$ cat src/rtl/win_map_pkg.sv
package win_map_pkg;
  localparam int unsigned ADDR_W    = 16;
  localparam int unsigned DATA_W    = 16;
  localparam int unsigned WIN_BITS  = 5;
  localparam int unsigned PAGE_BITS = 3;
  localparam int unsigned PAGE_LSB  = 8;
  localparam int unsigned BANK_W    = ADDR_W - PAGE_LSB;
  localparam int unsigned NUM_WIN   = 1 << WIN_BITS;
  localparam int unsigned OFF_W     = ADDR_W - WIN_BITS;

  typedef struct packed {
    logic                 rd_en;
    logic                 wr_en;
    logic                 bank_en;
    logic [PAGE_BITS-1:0] lo_trim;
    logic [PAGE_BITS-1:0] hi_trim;
  } win_cfg_t;
endpackage

$ cat src/rtl/win_cfg_table.sv
module win_cfg_table
  import win_map_pkg::*;
#(
  parameter int unsigned N_WIN = NUM_WIN,
  localparam int unsigned IDX_W = $clog2(N_WIN)
) (
  input  logic             clk_i,
  input  logic             rst_ni,
  input  logic             we_i,
  input  logic [IDX_W-1:0] widx_i,
  input  win_cfg_t         entry_i,
  input  logic [IDX_W-1:0] ridx_i,
  output win_cfg_t         entry_o
);
  win_cfg_t tbl [N_WIN];

  for (genvar w = 0; w < N_WIN; w++) begin : g_win
    always_ff @(posedge clk_i or negedge rst_ni) begin
      if (!rst_ni) tbl[w] <= '0;
      else if (we_i && widx_i == IDX_W'(w)) tbl[w] <= entry_i;
    end
  end

  assign entry_o = tbl[ridx_i];
endmodule

$ cat src/rtl/bank_reg_file.sv
module bank_reg_file
  import win_map_pkg::*;
#(
  parameter int unsigned N_WIN = NUM_WIN,
  parameter int unsigned BW    = BANK_W,
  localparam int unsigned IDX_W = $clog2(N_WIN)
) (
  input  logic             clk_i,
  input  logic             rst_ni,
  input  logic             we_i,
  input  logic [IDX_W-1:0] widx_i,
  input  logic [BW-1:0]    wdata_i,
  input  logic [IDX_W-1:0] ridx_i,
  output logic [BW-1:0]    bank_o
);
  logic [BW-1:0] regs [N_WIN];

  for (genvar w = 0; w < N_WIN; w++) begin : g_reg
    always_ff @(posedge clk_i or negedge rst_ni) begin
      if (!rst_ni) regs[w] <= '0;
      else if (we_i && widx_i == IDX_W'(w)) regs[w] <= wdata_i;
    end
  end

  assign bank_o = regs[ridx_i];
endmodule

$ cat src/rtl/addr_xlate.sv
module addr_xlate
  import win_map_pkg::*;
#(
  parameter int unsigned AW = ADDR_W,
  parameter int unsigned OW = OFF_W,
  parameter int unsigned PL = PAGE_LSB,
  parameter int unsigned BW = BANK_W,
  localparam int unsigned PW = OW - PL
) (
  input  logic [AW-1:0] addr_i,
  input  win_cfg_t      cfg_i,
  input  logic [BW-1:0] bank_i,
  output logic          rd_ok_o,
  output logic          wr_ok_o,
  output logic [AW-1:0] cart_o
);
  localparam logic [PW:0] PAGE_MAX = (PW+1)'((1 << PW) - 1);

  logic [PW-1:0] page;
  logic          in_span;

  assign page    = addr_i[OW-1:PL];
  // span test written without subtraction so an oversized trim empties the window
  assign in_span = (page >= cfg_i.lo_trim) &&
                   (({1'b0, page} + {1'b0, cfg_i.hi_trim}) <= PAGE_MAX);

  assign rd_ok_o = in_span & cfg_i.rd_en;
  assign wr_ok_o = in_span & cfg_i.wr_en;

  always_comb begin
    if (cfg_i.bank_en) cart_o = AW'(addr_i[OW-1:0]) + AW'({bank_i, {PL{1'b0}}});
    else               cart_o = addr_i;
  end
endmodule

$ cat src/rtl/win_bank_map.sv
module win_bank_map
  import win_map_pkg::*;
#(
  parameter logic [ADDR_W-1:0] REG_BASE = 16'h0040
) (
  input  logic                 clk_i,
  input  logic                 rst_ni,
  input  logic                 cfg_we_i,
  input  logic [WIN_BITS-1:0]  cfg_win_i,
  input  logic                 cfg_rd_en_i,
  input  logic                 cfg_wr_en_i,
  input  logic                 cfg_bank_en_i,
  input  logic [PAGE_BITS-1:0] cfg_lo_trim_i,
  input  logic [PAGE_BITS-1:0] cfg_hi_trim_i,
  input  logic [ADDR_W-1:0]    host_addr_i,
  input  logic                 host_rd_i,
  input  logic                 host_wr_i,
  input  logic [DATA_W-1:0]    host_wdata_i,
  output logic [DATA_W-1:0]    host_rdata_o,
  output logic                 host_ack_o,
  output logic [ADDR_W-1:0]    mem_addr_o,
  output logic                 mem_re_o,
  output logic                 mem_we_o,
  output logic [DATA_W-1:0]    mem_wdata_o,
  input  logic [DATA_W-1:0]    mem_rdata_i
);
  win_cfg_t            cfg_wr_entry, cur_cfg;
  logic [WIN_BITS-1:0] cur_win, reg_win;
  logic [BANK_W-1:0]   cur_bank;
  logic                reg_hit, reg_we, rd_ok, wr_ok, rd_go, wr_go;
  logic                ack_q, rd_q;

  assign cfg_wr_entry = '{rd_en: cfg_rd_en_i, wr_en: cfg_wr_en_i, bank_en: cfg_bank_en_i,
                          lo_trim: cfg_lo_trim_i, hi_trim: cfg_hi_trim_i};

  assign cur_win = host_addr_i[ADDR_W-1 -: WIN_BITS];
  assign reg_hit = host_addr_i[ADDR_W-1:WIN_BITS] == REG_BASE[ADDR_W-1:WIN_BITS];
  // interleaved map: low nibble picks the 4K pair, bit 4 picks the upper half
  assign reg_win = {host_addr_i[WIN_BITS-2:0], host_addr_i[WIN_BITS-1]};
  assign reg_we  = host_wr_i & ~host_rd_i & reg_hit;

  win_cfg_table u_cfg (
    .clk_i, .rst_ni,
    .we_i    (cfg_we_i),
    .widx_i  (cfg_win_i),
    .entry_i (cfg_wr_entry),
    .ridx_i  (cur_win),
    .entry_o (cur_cfg)
  );

  bank_reg_file u_bank (
    .clk_i, .rst_ni,
    .we_i    (reg_we),
    .widx_i  (reg_win),
    .wdata_i (host_wdata_i[BANK_W-1:0]),
    .ridx_i  (cur_win),
    .bank_o  (cur_bank)
  );

  addr_xlate u_xlate (
    .addr_i  (host_addr_i),
    .cfg_i   (cur_cfg),
    .bank_i  (cur_bank),
    .rd_ok_o (rd_ok),
    .wr_ok_o (wr_ok),
    .cart_o  (mem_addr_o)
  );

  assign rd_go       = host_rd_i & rd_ok;
  assign wr_go       = host_wr_i & ~host_rd_i & ~reg_hit & wr_ok;
  assign mem_re_o    = rd_go;
  assign mem_we_o    = wr_go;
  assign mem_wdata_o = host_wdata_i;

  always_ff @(posedge clk_i or negedge rst_ni) begin
    if (!rst_ni) begin
      ack_q <= 1'b0;
      rd_q  <= 1'b0;
    end else begin
      ack_q <= rd_go | wr_go;
      rd_q  <= rd_go;
    end
  end

  assign host_ack_o   = ack_q;
  assign host_rdata_o = rd_q ? mem_rdata_i : '0;
endmodule

$ cat config.mk
export PLATFORM = sky130hd
export DESIGN_NAME = win_bank_map
export DESIGN_NICKNAME = d
export VERILOG_FILES = /design/src/rtl/win_map_pkg.sv /design/src/rtl/win_cfg_table.sv /design/src/rtl/bank_reg_file.sv /design/src/rtl/addr_xlate.sv /design/src/rtl/win_bank_map.sv
export SDC_FILE = /design/constraint.sdc
export NUM_CORES = 1
export LEC_CHECK = 0
export BUFFER_PORTS_ARGS = -buffer_cell sky130_fd_sc_hd__buf_2
export CORE_ASPECT_RATIO = 1.2
export CORE_MARGIN = 2
export CORE_UTILIZATION = 45
export CTS_BUF_LIST = sky130_fd_sc_hd__clkbuf_16
export CTS_CLUSTER_SIZE = 16
export DETAILED_ROUTE_END_ITERATION = 8
export HOLD_SLACK_MARGIN = 0.08
export PLACE_DENSITY_LB_ADDON = 0.05
export REMOVE_ABC_BUFFERS = 1
export SYNTH_ARGS = -nofsm -noshare
export SYNTH_HDL_FRONTEND = slang
export SYNTH_HIERARCHICAL = 1
export SYNTH_SLANG_ARGS = --single-unit
$ cat constraint.sdc
create_clock -name clk_i -period 3.85 [get_ports clk_i]
set_clock_uncertainty 0.2 [all_clocks]
set_input_delay 0.1925 -clock clk_i [delete_from_list [all_inputs] [get_ports clk_i]]
set_output_delay 0.1925 -clock clk_i [all_outputs]
set_load 0.05 [all_outputs]
==> results.txt, run 1 <==
The run finished, with violations left. The checks that failed: negative setup slack. The I/O pin total came out at 118. The total count of hold-check failures in the final report is 0. The highest attainable clock frequency came out at 250 MHz. The synthesized area divided by synthesized cell count came out at 16.1 um2. For this design the ratio of total power to cell area is 470 nW/um2.

The first detailed-routing pass took 4 iterations. The number of global-route vias before repair is 15700. The wire length after detailed routing came out at 64400 um. Relative to the synthesized area, the layout overhead comes to 15.6%. The worst pin sits at a relative slew slack of 0.140. The total length of routed met3 wires came out at 2440 um. Port buffering added 101 buffers. The origin of the worst min-delay path is host_wdata_i[7].

The area share of and/or/nand/nor cells after synthesis is 0.0313. The cell internal power dissipation is 0.0104 W. Of the total power, the share spent switching nets is 0.253. The top fanout value on the critical path is 2. The path class of the tightest hold or removal check is in -> reg. The pin slew with the least headroom to its limit is 1.28 ns. The number of unique standard cell types used by synthesis is 44. The area used by sequential logic in the layout came out at 13700 um2. The initial antenna violation count came out at 0. The clock transition time at the flip-flop clock pins of the worst setup and hold paths is 0.06 ns.

The share of the clock period used by the worst path came out at 1.04. The number of instances on the worst hold path is 2. The final-stage net count came out at 1818. The row count came out at 95.

Leaving out fill and tap cells, the most frequent cell in the layout is sky130_fd_sc_hd__mux2_2. The synthesis-stage register bit count is 546. Ranked by total cell area, the synthesized netlist is headed by sky130_fd_sc_hd__dfrtp_1, sky130_fd_sc_hd__mux2_2, sky130_fd_sc_hd__mux4_2. The cell count after placement came out at 2379.

Summed over all cells, the static leakage comes to 13.8 nW. After synthesis, the largest family of logic cells by area is multiplexers. The endpoint class of the critical path is an output port.

The reported max-cap violation count is 0. The worst hold endpoint is u_bank/regs[255]. The violation count after the first detailed-routing iteration came out at 838. The detailed router put a total of 26700 um of wire on met1. The clock latency at the later pin of the worst-skew pair is 0.61 ns. The number of synthesized flops with an enable pin came out at 0. Of the synthesized area, sequential elements account for 0.533. Across all setup checks in the final design, the least slack found is -0.149 ns.

Clock tree synthesis inserted a total of 57 buffers. At the placement stage, the worst setup path has a slack of -0.0183 ns. No sink is reached through more buffers than the 3 on the longest clock path. The initial core utilization came out at 0.456.

The non-filler instance count after layout is 2513. In the final layout, the share of cells above drive strength 1 is 0.581. The share of the synthesized area in compound gates (AO/OA/AOI/OAI) is 0.00527.

In this run the cell area of the synthesized design comes to 25600 um2. The filler cells instantiated in the layout total 4665. In this run the critical register-to-register path is launched from u_cfg/tbl[73]. The overall die height came out at 266 um. The depth of the CTS H-tree is 2. The worst vdd rail ir drop is 0.000383 V. The overflow left after global routing is 0.

The final max-slew violation count is 0. After detailed routing, the average wire length per cell comes to 25.6 um. The adder-cell share of the synthesized area is 0.00517. The clock network fraction of total power came out at 0.380. The number of warnings reported in the yosys synthesis log came out at 6. Setup repair after global routing could not meet its margin everywhere.

The global-route wire length before repair is 99000 um. The capture instance of the worst register-to-register path is host_ack_o. TritonCTS built the clock tree. The number of cells on the worst reg-to-reg path is 10. The final weighted congestion of routability-driven global placement came out at 0.827. The number of design rule violations left after detail routing is 0.

The register share of total power came out at 0.477. The detail-routed via count per cell is 5.76. The die area is 58900 um2.

The pin count of the biggest net entering global routing came out at 79. The utilization after layout came out at 0.527. The combinational cell fraction of total power is 0.143.

The uppermost layer routed is met4. The number of setup violations in the final report came out at 2. Leaving out fill and tap cells, the most frequent cells in the layout are sky130_fd_sc_hd__mux2_2, sky130_fd_sc_hd__dfrtp_1, sky130_fd_sc_hd__mux4_2.

The arrival time at the worst endpoint is 3.61 ns. The fraction of synthesis flops using an asynchronous set or reset pin came out at 1.00. The buffer type at the clock tree root is sky130_fd_sc_hd__clkbuf_16. After floorplanning, the core was sized to cover 56200 um2. After layout, the design draws a total of 0.0139 W. Summing all multi-input logic gate instances after layout gives 11400 um2.

The worst setup path is of the reg -> out kind. From left edge to right edge, the die measures 222 um. The share of synthesized area in the top cell type comes to 0.533.

The biggest area contributor in the post-synthesis netlist is sky130_fd_sc_hd__dfrtp_1. The detail route stage leaves a number of antenna-violating nets equal to 0. The kind of start point of the critical path is a register.

The wire length on met2 came out at 33200 um. The total number of clock tree sinks is 546. The most used flip-flop cell after synthesis is sky130_fd_sc_hd__dfrtp_1.

After legalization and detailed placement, the total HPWL measured 43400 um. The worst setup slack for register-to-register paths is 0.44 ns. The final period demand of the worst path is 4.00 ns. The total via count after detailed routing is 14500. In this run the power spent charging and discharging nets is 0.00352 W.

The data required time at the worst endpoint is 3.46 ns. Synthesis produced 1596 cells. In the global route stage, overall resource usage came out at 0.224. The final total negative setup slack is -0.268 ns.

The share of the synthesized netlist area taken by xor and xnor gates is 0.000342. Measured against the total synthesized area, the mux share comes to 0.396.
per-layer routing:
| layer | track usage | up-vias |
|---|---|---|
| met5 | 0 | - |
| met4 | 0.0736 | 0 |
| met3 | 0.0402 | 106 |
| met1 | 0.280 | 7831 |
| li1 | - | 6269 |
| met2 | 0.395 | 267 |
registers in the layout, summed over array words and instances (netlist names):
signal and count:
u_bank/regs 256, host_ack_o 1, rd_q 1, u_cfg/tbl 288
Yosys cell counts, drive strengths merged, types with 2 or more instances:
master	count
a21o	3
and2	17
and3	3
and4	2
buf	66
clkbuf	72
dfrtp	546
ha	9
inv	12
mux2	562
mux4	170
nand2	32
nand2b	5
nand4	2
nand4b	6
nor2	29
nor2b	14
nor3	9
nor4	2
nor4b	4
nor4bb	6
o2111ai	2
o21a	2
o21ai	3
o221ai	2
or3	3
worst max-delay path by stage:
stage | from | to | cells past startpoint
floorplan | u_cfg/tbl[1] | mem_we_o | 9
global placement | host_addr_i[12] | mem_we_o | 11
detailed placement | host_addr_i[12] | mem_we_o | 11
CTS | u_cfg/tbl[72] | mem_re_o | 10
global route | u_cfg/tbl[91] | mem_we_o | 10
finish | u_cfg/tbl[73] | mem_we_o | 10
cell families (layout without fill, tap and decap cells):
group	Yosys count	in the layout
xor+xnor	1	1
buf+inv	150	339
other cells	0	1
simple gates	138	138
compound gates	18	18
mux	733	733
flops	546	546
fa+ha+maj	10	10
worst max-delay path, cell delays in order (launching register included):
cell and delay [ns]:
sky130_fd_sc_hd__dfrtp_1 0.37, sky130_fd_sc_hd__mux4_2 0.49, sky130_fd_sc_hd__mux4_2 0.51, sky130_fd_sc_hd__mux2_4 0.30, sky130_fd_sc_hd__ha_4 0.21, sky130_fd_sc_hd__a21o_1 0.18
sky130_fd_sc_hd__a21o_1 0.22, sky130_fd_sc_hd__nor4b_2 0.24, sky130_fd_sc_hd__nand3b_1 0.17, sky130_fd_sc_hd__nor2_4 0.16, sky130_fd_sc_hd__buf_8 0.16
repair_timing:
action                                 4_1_cts  5_1_grt
endpoints found under the hold margin      910        0
pin swaps                                    7        3
setup endpoints to repair                    8        8
resized for setup                           34       16
hold buffers                                26        0
buffers inserted                             3        1
cloned                                       0        0
final cells by class:
type,instances,area share
flip-flops and latches,546,0.461
multi-input cells,900,0.384
repair buffers,224,0.0629
clock buffers,57,0.0481
well taps,727,0.0307
clock inverters,46,0.0113
inverters,12,0.00152
diodes,1,0.0000844
power by group through the flow:
stage,sequential (W),combinational [W],clock (W)
global route,0.00671,0.00213,0.00570
detailed placement,0.00674,0.00192,0
finish,0.00664,0.00199,0.00530
CTS,0.00664,0.00199,0.00546
global placement,0.00673,0.00187,0
floorplan,0.00662,0.00117,0
stage by stage:
stage,hold slack [ns],area [um2]
after detailed placement,0.0952,27400
after CTS,0.0900,29600
final,0.0948,29600
after global routing,0.117,29600
after floorplan,-0.303,25000
after global placement,0.0986,27400
No activity file was read; power rests on OpenSTA's default activity.
==> run 2: changes to the inputs <==
--- a/config.mk
+++ b/config.mk
@@ -15,6 +15,7 @@
 export HOLD_SLACK_MARGIN = 0.08
 export PLACE_DENSITY_LB_ADDON = 0.05
 export REMOVE_ABC_BUFFERS = 1
+export SKIP_CTS_REPAIR_TIMING = 1
 export SYNTH_ARGS = -nofsm -noshare
 export SYNTH_HDL_FRONTEND = slang
 export SYNTH_HIERARCHICAL = 1
==> constraint.sdc (replaced) <==
create_clock -name clk_i -period 4.35 [get_ports clk_i]
set_clock_uncertainty 0.2 [all_clocks]
set_input_delay 0.2175 -clock clk_i [delete_from_list [all_inputs] [get_ports clk_i]]
set_output_delay 0.2175 -clock clk_i [all_outputs]
set_load 0.05 [all_outputs]
==> run 2 against run 1 <==
Against the previous run: the flow now finishes without violations; sequential power shrank 12%; register-to-register slack better by 0.04 ns; flip-flop and latch count did not move; setup slack better by 0.32 ns; hold slack worse by 0.033 ns; core utilization decreased by 1.3 points; critical path depth fell by 1; combinational power down 18%; non-clock buffer count shrank 40; final cell count shrank 1.7%; critical path type unchanged; largest cell class unchanged; highest routed layer unchanged.
==> results.txt, run 2 (synthesis results as in run 1) <==
The final-stage net count came out at 1778 (was 1818). The die area came out at 58900 um2 (unchanged). The worst vdd rail ir drop is 0.000286 V (was 0.000383 V). The type of the most critical hold path is in -> reg (unchanged). The maximum number of buffers from clock root to sink was 3 (unchanged). The clock transition time at the flip-flop clock pins of the worst setup and hold paths is 0.06 ns (about the same). The most common cell after layout, fill and taps aside is sky130_fd_sc_hd__mux2_2 (unchanged). The I/O pin total came out at 118 (unchanged). The number of flip-flops in the largest register came out at 288 (unchanged). The clock latency at the later pin of the worst-skew pair came to 0.60 ns (was 0.61 ns).

The post-detailed-placement half-perimeter wirelength is 42700 um (was 43400 um). The final period demand of the worst path came out at 4.18 ns. The number of design rule violations left after detail routing came out at 0 (unchanged). The pin slew with the least headroom to its limit is 1.23 ns (was 1.28 ns).

The endpoint class of the critical path is an output port (unchanged). The width of the die was 222 um (unchanged). The number of setup violations in the final report is 0 (was 2).

The relative max-transition margin is 0.178 (was 0.140). The capture instance of the worst register-to-register path is host_ack_o (unchanged). The critical path launch point is u_cfg/tbl[100] (was u_cfg/tbl[73]).

The row count is 95 (unchanged). The arrival time at the worst endpoint is 3.76 ns (was 3.61 ns). The top fanout value on the critical path is 3 (was 2). The design area came to 28900 um2 (was 29600 um2). The clock tree from TritonCTS is yes (unchanged). The number of port buffers is 101 (unchanged). The initial antenna violation count came out at 0 (unchanged). The total via count after detailed routing came out at 14200 (was 14500). Most frequent cells in the layout: sky130_fd_sc_hd__mux2_2, sky130_fd_sc_hd__dfrtp_1, sky130_fd_sc_hd__mux4_2 (unchanged).

The uppermost layer routed is met4 (unchanged). The minimum hold slack came out at 0.0620 ns (was 0.0948 ns). The beginning of the worst register-to-register path is u_cfg/tbl[100] (was u_cfg/tbl[73]).

The number of global-route vias before repair is 15500 (was 15700). The reported max-cap violation count came out at 0 (unchanged). The overall die height is 266 um (unchanged). The share of the clock period used by the worst path came out at 0.961.

The proportion of layout cells with a drive suffix above 1 came out at 0.572 (was 0.581). The wire length on met2 is 32900 um (was 33200 um). The data required time at the worst endpoint is 3.93 ns (was 3.46 ns). The buffer type at the clock tree root is sky130_fd_sc_hd__clkbuf_16 (unchanged). The total count of hold-check failures in the final report came out at 0 (unchanged). Outcome: finished, final reports clean (was finished with violations).

The number of cells on the worst reg-to-reg path is 10 (unchanged). The initial core utilization came out at 0.456 (unchanged). The highest attainable clock frequency came out at 239 MHz. The wire length the detailed router placed on met1 came out at 26900 um (was 26700 um). Setup repair after global routing missed its margin: no (was yes). The total length of routed met3 wires is 1970 um (was 2440 um).

The final weighted congestion of routability-driven global placement came out at 0.793 (was 0.827). The overflow left after global routing is 0 (unchanged). The post-place instance area was 27100 um2 (was 27400 um2). The largest register by flop count is u_cfg/tbl (unchanged). The final max-slew violation count came to 0 (unchanged). The global-route wire length before repair is 98300 um (was 99000 um). Largest registers ranked by flip-flop count: u_cfg/tbl (288), u_bank/regs (256) (unchanged).

The wire length after detailed routing came out at 63100 um (was 64400 um). The post-route antenna net violation count is 0 (unchanged). The total number of clock tree sinks was 546 (unchanged). The final total power came to 0.0121 W (was 0.0139 W). The origin of the worst min-delay path was cfg_hi_trim_i[0] (was host_wdata_i[7]). The global router's overall resource usage is 0.221 (was 0.224).

The kind of start point of the critical path is a register (unchanged). The violation count after the first detailed-routing iteration came out at 721 (was 838). The number of clock buffers inserted by TritonCTS was 57 (unchanged).

The leakage power came out at 13.5 nW (was 13.8 nW). The pin count of the biggest net entering global routing came out at 111 (was 79). The growth of design area from synthesis to finish is 12.8% (was 15.6%). The depth of the CTS H-tree came to 2 (unchanged). The first-pass detailed-route iteration total came out at 5 (was 4). The placeable core area came out at 56200 um2 (unchanged). The final total negative setup slack is 0 ns (was -0.268 ns). The kind of critical path is reg -> out (unchanged). The capturing element of the worst setup path is mem_re_o (was mem_we_o). The total power density per cell area is 417 nW/um2 (was 470 nW/um2). The average wire length per cell after detail routing was 25.5 um (was 25.6 um).

The worst setup slack for register-to-register paths is 0.48 ns (was 0.44 ns). The detail-routed via count per cell came out at 5.73 (was 5.76).
-- run 2: cell count changes in the layout (fill, tap and decap cells not counted), moves of 8 or more --
cell | before | now
sky130_fd_sc_hd__dlygate4sd3_1 | 25 | 6
sky130_fd_sc_hd__buf_12 | 22 | 12
sky130_fd_sc_hd__buf_4 | 78 | 66
sky130_fd_sc_hd__buf_2 | 89 | 97
-- run 2: power breakdown --
part / total, W / switching, W / internal, W / leakage [nW]
registers: 0.00587 / 0.000262 / 0.00560 / 7.29
clock network: 0.00456 / 0.00197 / 0.00259 / 0.891
logic: 0.00163 / 0.000771 / 0.000858 / 5.31
total: 0.0121 / 0.00300 / 0.00905 / 13.5
-- run 2: worst min-delay path by stage --
stage | endpoint | slack [ns] | depth (start not counted)
after global routing | u_cfg/tbl[189] | 0.09 | 2
final | u_cfg/tbl[189] | 0.06 | 2
after detailed placement | u_bank/regs[235] | 0.18 | 1
after global placement | u_bank/regs[196] | 0.17 | 1
after floorplan | host_ack_o | -0.28 | 0
after CTS | u_bank/regs[252] | -0.47 | 1
-- run 2: layout make-up --
type	instances	area [um2]
antenna	1	2.50
clock buffer	57	1430
tap	727	910
clock inverter	44	294
sequential	546	13700
fill	4696	27300
multi-input combinational	900	11300
inverter	12	45.0
timing repair buffer	184	1320
-- run 2: worst max-delay path, stage by stage (launching register included) --
cell                      delay (ns)
sky130_fd_sc_hd__dfrtp_1        0.39
sky130_fd_sc_hd__mux4_2         0.48
sky130_fd_sc_hd__mux4_2         0.49
sky130_fd_sc_hd__mux2_2         0.29
sky130_fd_sc_hd__ha_1           0.27
sky130_fd_sc_hd__a21o_1         0.20
sky130_fd_sc_hd__a21o_1         0.21
sky130_fd_sc_hd__nor4b_1        0.21
sky130_fd_sc_hd__and2_1         0.28
sky130_fd_sc_hd__buf_2          0.33
-- run 2: through the flow --
step | worst slack [ns] | utilization | std cells
detailed placement | 0.271 | 0.482 | 2363
finish | 0.171 | 0.514 | 2471
global route | 0.0210 | 0.514 | 2470
floorplan | 0.812 | - | 1458
CTS | 0.0533 | 0.513 | 2464
global placement | 0.293 | 0.482 | 2363
-- run 2: metal layers --
| layer | vias to the layer above | track usage |
|---|---|---|
| met5 | - | 0 |
| met1 | 7683 | 0.283 |
| li1 | 6158 | - |
| met4 | 0 | 0.0553 |
| met2 | 251 | 0.394 |
| met3 | 78 | 0.0330 |
==> run 3: changes to the inputs <==
==> constraint.sdc (replaced) <==
create_clock -name clk_i -period 4.2 [get_ports clk_i]
set_clock_uncertainty 0.2 [all_clocks]
set_input_delay 0.21 -clock clk_i [delete_from_list [all_inputs] [get_ports clk_i]]
set_output_delay 0.21 -clock clk_i [all_outputs]
set_load 0.05 [all_outputs]
==> run 3 against run 2 <==
Against the previous run: wire length is 2.0% higher; critical path depth fell by 1; first-iteration DRC count shrank 4.9%; flip-flop and latch count unchanged; sequential share of layout area decreased by 0.63 points; clock power up 13%; die area unchanged; clock-buffer cell count increased by 4; hold slack better by 0.010 ns; final cell count rose by 1.1%; non-clock buffer count is 21 higher.
==> results.txt, run 3 (synthesis results as in run 1) <==
The combinational cell fraction of total power came out at 0.132 (was 0.135). The layer carrying the most global-route usage is met2 (unchanged). The total power density per cell area is 441 nW/um2 (was 417 nW/um2).

The leakage power came to 13.7 nW (was 13.5 nW). The endpoint class of the critical path was an output port (unchanged). The buffer type at the clock tree root is sky130_fd_sc_hd__clkbuf_16 (unchanged). The detail-routed via count per cell is 5.72 (was 5.73).

The final max-slew violation count came out at 0 (unchanged). The placeable core area came out at 56200 um2 (unchanged). The pin count of the biggest net entering global routing is 116 (was 111). The violation count after the first detailed-routing iteration came out at 686 (was 721). The overflow left after global routing came out at 0 (unchanged). Most frequent cells in the layout: sky130_fd_sc_hd__mux2_2, sky130_fd_sc_hd__dfrtp_1, sky130_fd_sc_hd__mux4_2 (unchanged).

The post-place instance area came out at 27300 um2 (was 27100 um2). Largest registers ranked by flip-flop count: u_cfg/tbl (288), u_bank/regs (256) (unchanged). The total count of hold-check failures in the final report was 0 (unchanged). The global router's overall resource usage is 0.226 (was 0.221). The number of global-route vias before repair came to 15600 (was 15500). The met2 layer usage reported by global route is 0.394 (about the same). The total number of clock tree sinks is 546 (unchanged).

The number of setup violations in the final report was 0 (unchanged). The relative max-transition margin came out at 0.291 (was 0.178). The depth of the CTS H-tree came out at 2 (unchanged). The die area is 58900 um2 (unchanged). The clock latency at the later pin of the worst-skew pair came to 0.62 ns (was 0.60 ns). The final weighted congestion of routability-driven global placement is 0.828 (was 0.793). The reported max-cap violation count came out at 0 (unchanged).

The cell count after placement was 2380 (was 2363). The largest register by flop count is u_cfg/tbl (unchanged). The minimum hold slack is 0.0723 ns (was 0.0620 ns).

The average wire length per cell after detail routing came out at 25.8 um (was 25.5 um). The highest attainable clock frequency came out at 244 MHz. The initial antenna violation count came to 0 (unchanged). The proportion of layout cells with a drive suffix above 1 came out at 0.579 (was 0.572).

The pin slew with the least headroom to its limit came out at 1.06 ns (was 1.23 ns). The fraction of power spent switching nets came out at 0.247 (was 0.249). The worst vdd rail ir drop is 0.000307 V (was 0.000286 V). The number of flip-flops in the largest register is 288 (unchanged).

The clock period could shrink to 4.09 ns. The arrival time at the worst endpoint is 3.68 ns (was 3.76 ns). The growth of design area from synthesis to finish is 14.3% (was 12.8%). The maximum number of buffers from clock root to sink is 3 (unchanged). The width of the die came out at 222 um (unchanged). Of the available clock period, the critical path in the final layout requires 0.974.

The kind of start point of the critical path is a register (unchanged). The type of the most critical hold path is in -> reg (unchanged). The register share of total power came to 0.470 (was 0.486). The cell internal power dissipation was 0.00973 W (was 0.00905 W). The top fanout value on the critical path came out at 6 (was 3). Setup repair after global routing missed its margin: yes (was no). The first-pass detailed-route iteration total is 4 (was 5). The clock network fraction of total power is 0.397 (was 0.378). The data required time at the worst endpoint came out at 3.79 ns (was 3.93 ns). The overall die height is 266 um (unchanged).

The clock tree from TritonCTS is yes (unchanged). The initial core utilization was 0.456 (unchanged). The design area is 29300 um2 (was 28900 um2). The total net switching power is 0.00319 W (was 0.00300 W). The number of port buffers came out at 101 (unchanged).

The post-detailed-placement half-perimeter wirelength came out at 43100 um (was 42700 um). The worst setup margin came to 0.108 ns (was 0.171 ns). The total via count after detailed routing is 14300 (was 14200). The kind of critical path was reg -> out (unchanged). The met1 usage came out at 0.291 (was 0.283). The post-route antenna net violation count came to 0 (unchanged). The global routing met3 resource utilization is 0.0370 (was 0.0330).

The wire length after detailed routing is 64400 um (was 63100 um). The I/O pin total is 118 (unchanged). Outcome: finished, final reports clean (unchanged). The global-route wire length before repair came to 99900 um (was 98300 um). The utilization after layout is 0.521 (was 0.514). The number of design rule violations left after detail routing came out at 0 (unchanged). The row count came out at 95 (unchanged). The number of clock buffers inserted by TritonCTS came out at 58 (was 57). The final-stage net count came out at 1800 (was 1778). The post-place setup slack is 0.100 ns (was 0.271 ns). The non-filler instance count after layout is 2498 (was 2471).

The clock transition time at the flip-flop clock pins of the worst setup and hold paths came out at 0.06 ns (about the same). The most common cell after layout, fill and taps aside is sky130_fd_sc_hd__mux2_2 (unchanged).
-- run 3: cell types whose count changed in the layout (fill, tap and decap cells not counted), moves of 2 or more --
cell / change
sky130_fd_sc_hd__clkbuf_16: +4
sky130_fd_sc_hd__buf_4: +16
sky130_fd_sc_hd__bufinv_16: +3
sky130_fd_sc_hd__dlygate4sd3_1: +4
sky130_fd_sc_hd__buf_12: +2
-- run 3: path summary, 6_finish.rpt --
kind | startpoint | end | slack [ns] | cells after the start
min in group asynchronous | rst_ni | u_bank/regs[196] | 0.13 | 2
min | cfg_bank_en_i | u_cfg/tbl[24] | 0.07 | 2
max | u_bank/regs[202] | mem_addr_o[15] | 0.11 | 8
max reg2reg | u_cfg/tbl[154] | host_ack_o | 0.32 | 11
min reg2reg | u_cfg/tbl[231] | u_cfg/tbl[231] | 0.30 | 1
max in group asynchronous | rst_ni | u_bank/regs[152] | 2.59 | 3
-- run 3: final cells by class --
| type | instances | area [um2] |
|---|---|---|
| Antenna cell | 1 | 2.50 |
| Sequential cell | 546 | 13700 |
| Multi-Input combinational cell | 900 | 11300 |
| Inverter | 12 | 45.0 |
| Clock buffer | 61 | 1530 |
| Timing Repair Buffer | 205 | 1520 |
| Tap cell | 727 | 910 |
| Fill cell | 4728 | 26900 |
| Clock inverter | 46 | 382 |
-- run 3: worst max-delay path, cell delays in order, from the launching register on --
cell and delay (ns):
sky130_fd_sc_hd__dfrtp_1 0.38, sky130_fd_sc_hd__mux4_2 0.51, sky130_fd_sc_hd__mux4_2 0.49, sky130_fd_sc_hd__mux2_2 0.29
sky130_fd_sc_hd__ha_1 0.33, sky130_fd_sc_hd__a21o_1 0.25, sky130_fd_sc_hd__o2111a_1 0.25, sky130_fd_sc_hd__or3_1 0.36
sky130_fd_sc_hd__buf_2 0.22
-- run 3: power by group through the flow --
| stage | clock network [W] | logic, W | registers [W] |
|---|---|---|---|
| 2_1_floorplan | 0 | 0.00107 | 0.00607 |
| 3_3_place_gp | 0 | 0.00168 | 0.00616 |
| 3_5_place_dp | 0 | 0.00172 | 0.00618 |
| 4_1_cts | 0.00530 | 0.00172 | 0.00608 |
| 5_1_grt | 0.00552 | 0.00185 | 0.00614 |
| 6_report | 0.00514 | 0.00171 | 0.00608 |
-- run 3: per-layer routing --
| layer | share of wire | wire length, um |
|---|---|---|
| met1 | 0.42 | 27300 |
| met2 | 0.51 | 32900 |
| met3 | 0.036 | 2320 |
| met4 | 0.028 | 1810 |
| met5 | 0 | 0 |
-- run 3: per-stage QoR --
stage	TNS, ns	power (W)
2_1_floorplan	0	0.00714
3_3_place_gp	0	0.00784
3_5_place_dp	0	0.00789
4_1_cts	-0.140	0.0131
5_1_grt	-0.000751	0.0135
6_report	0	0.0129
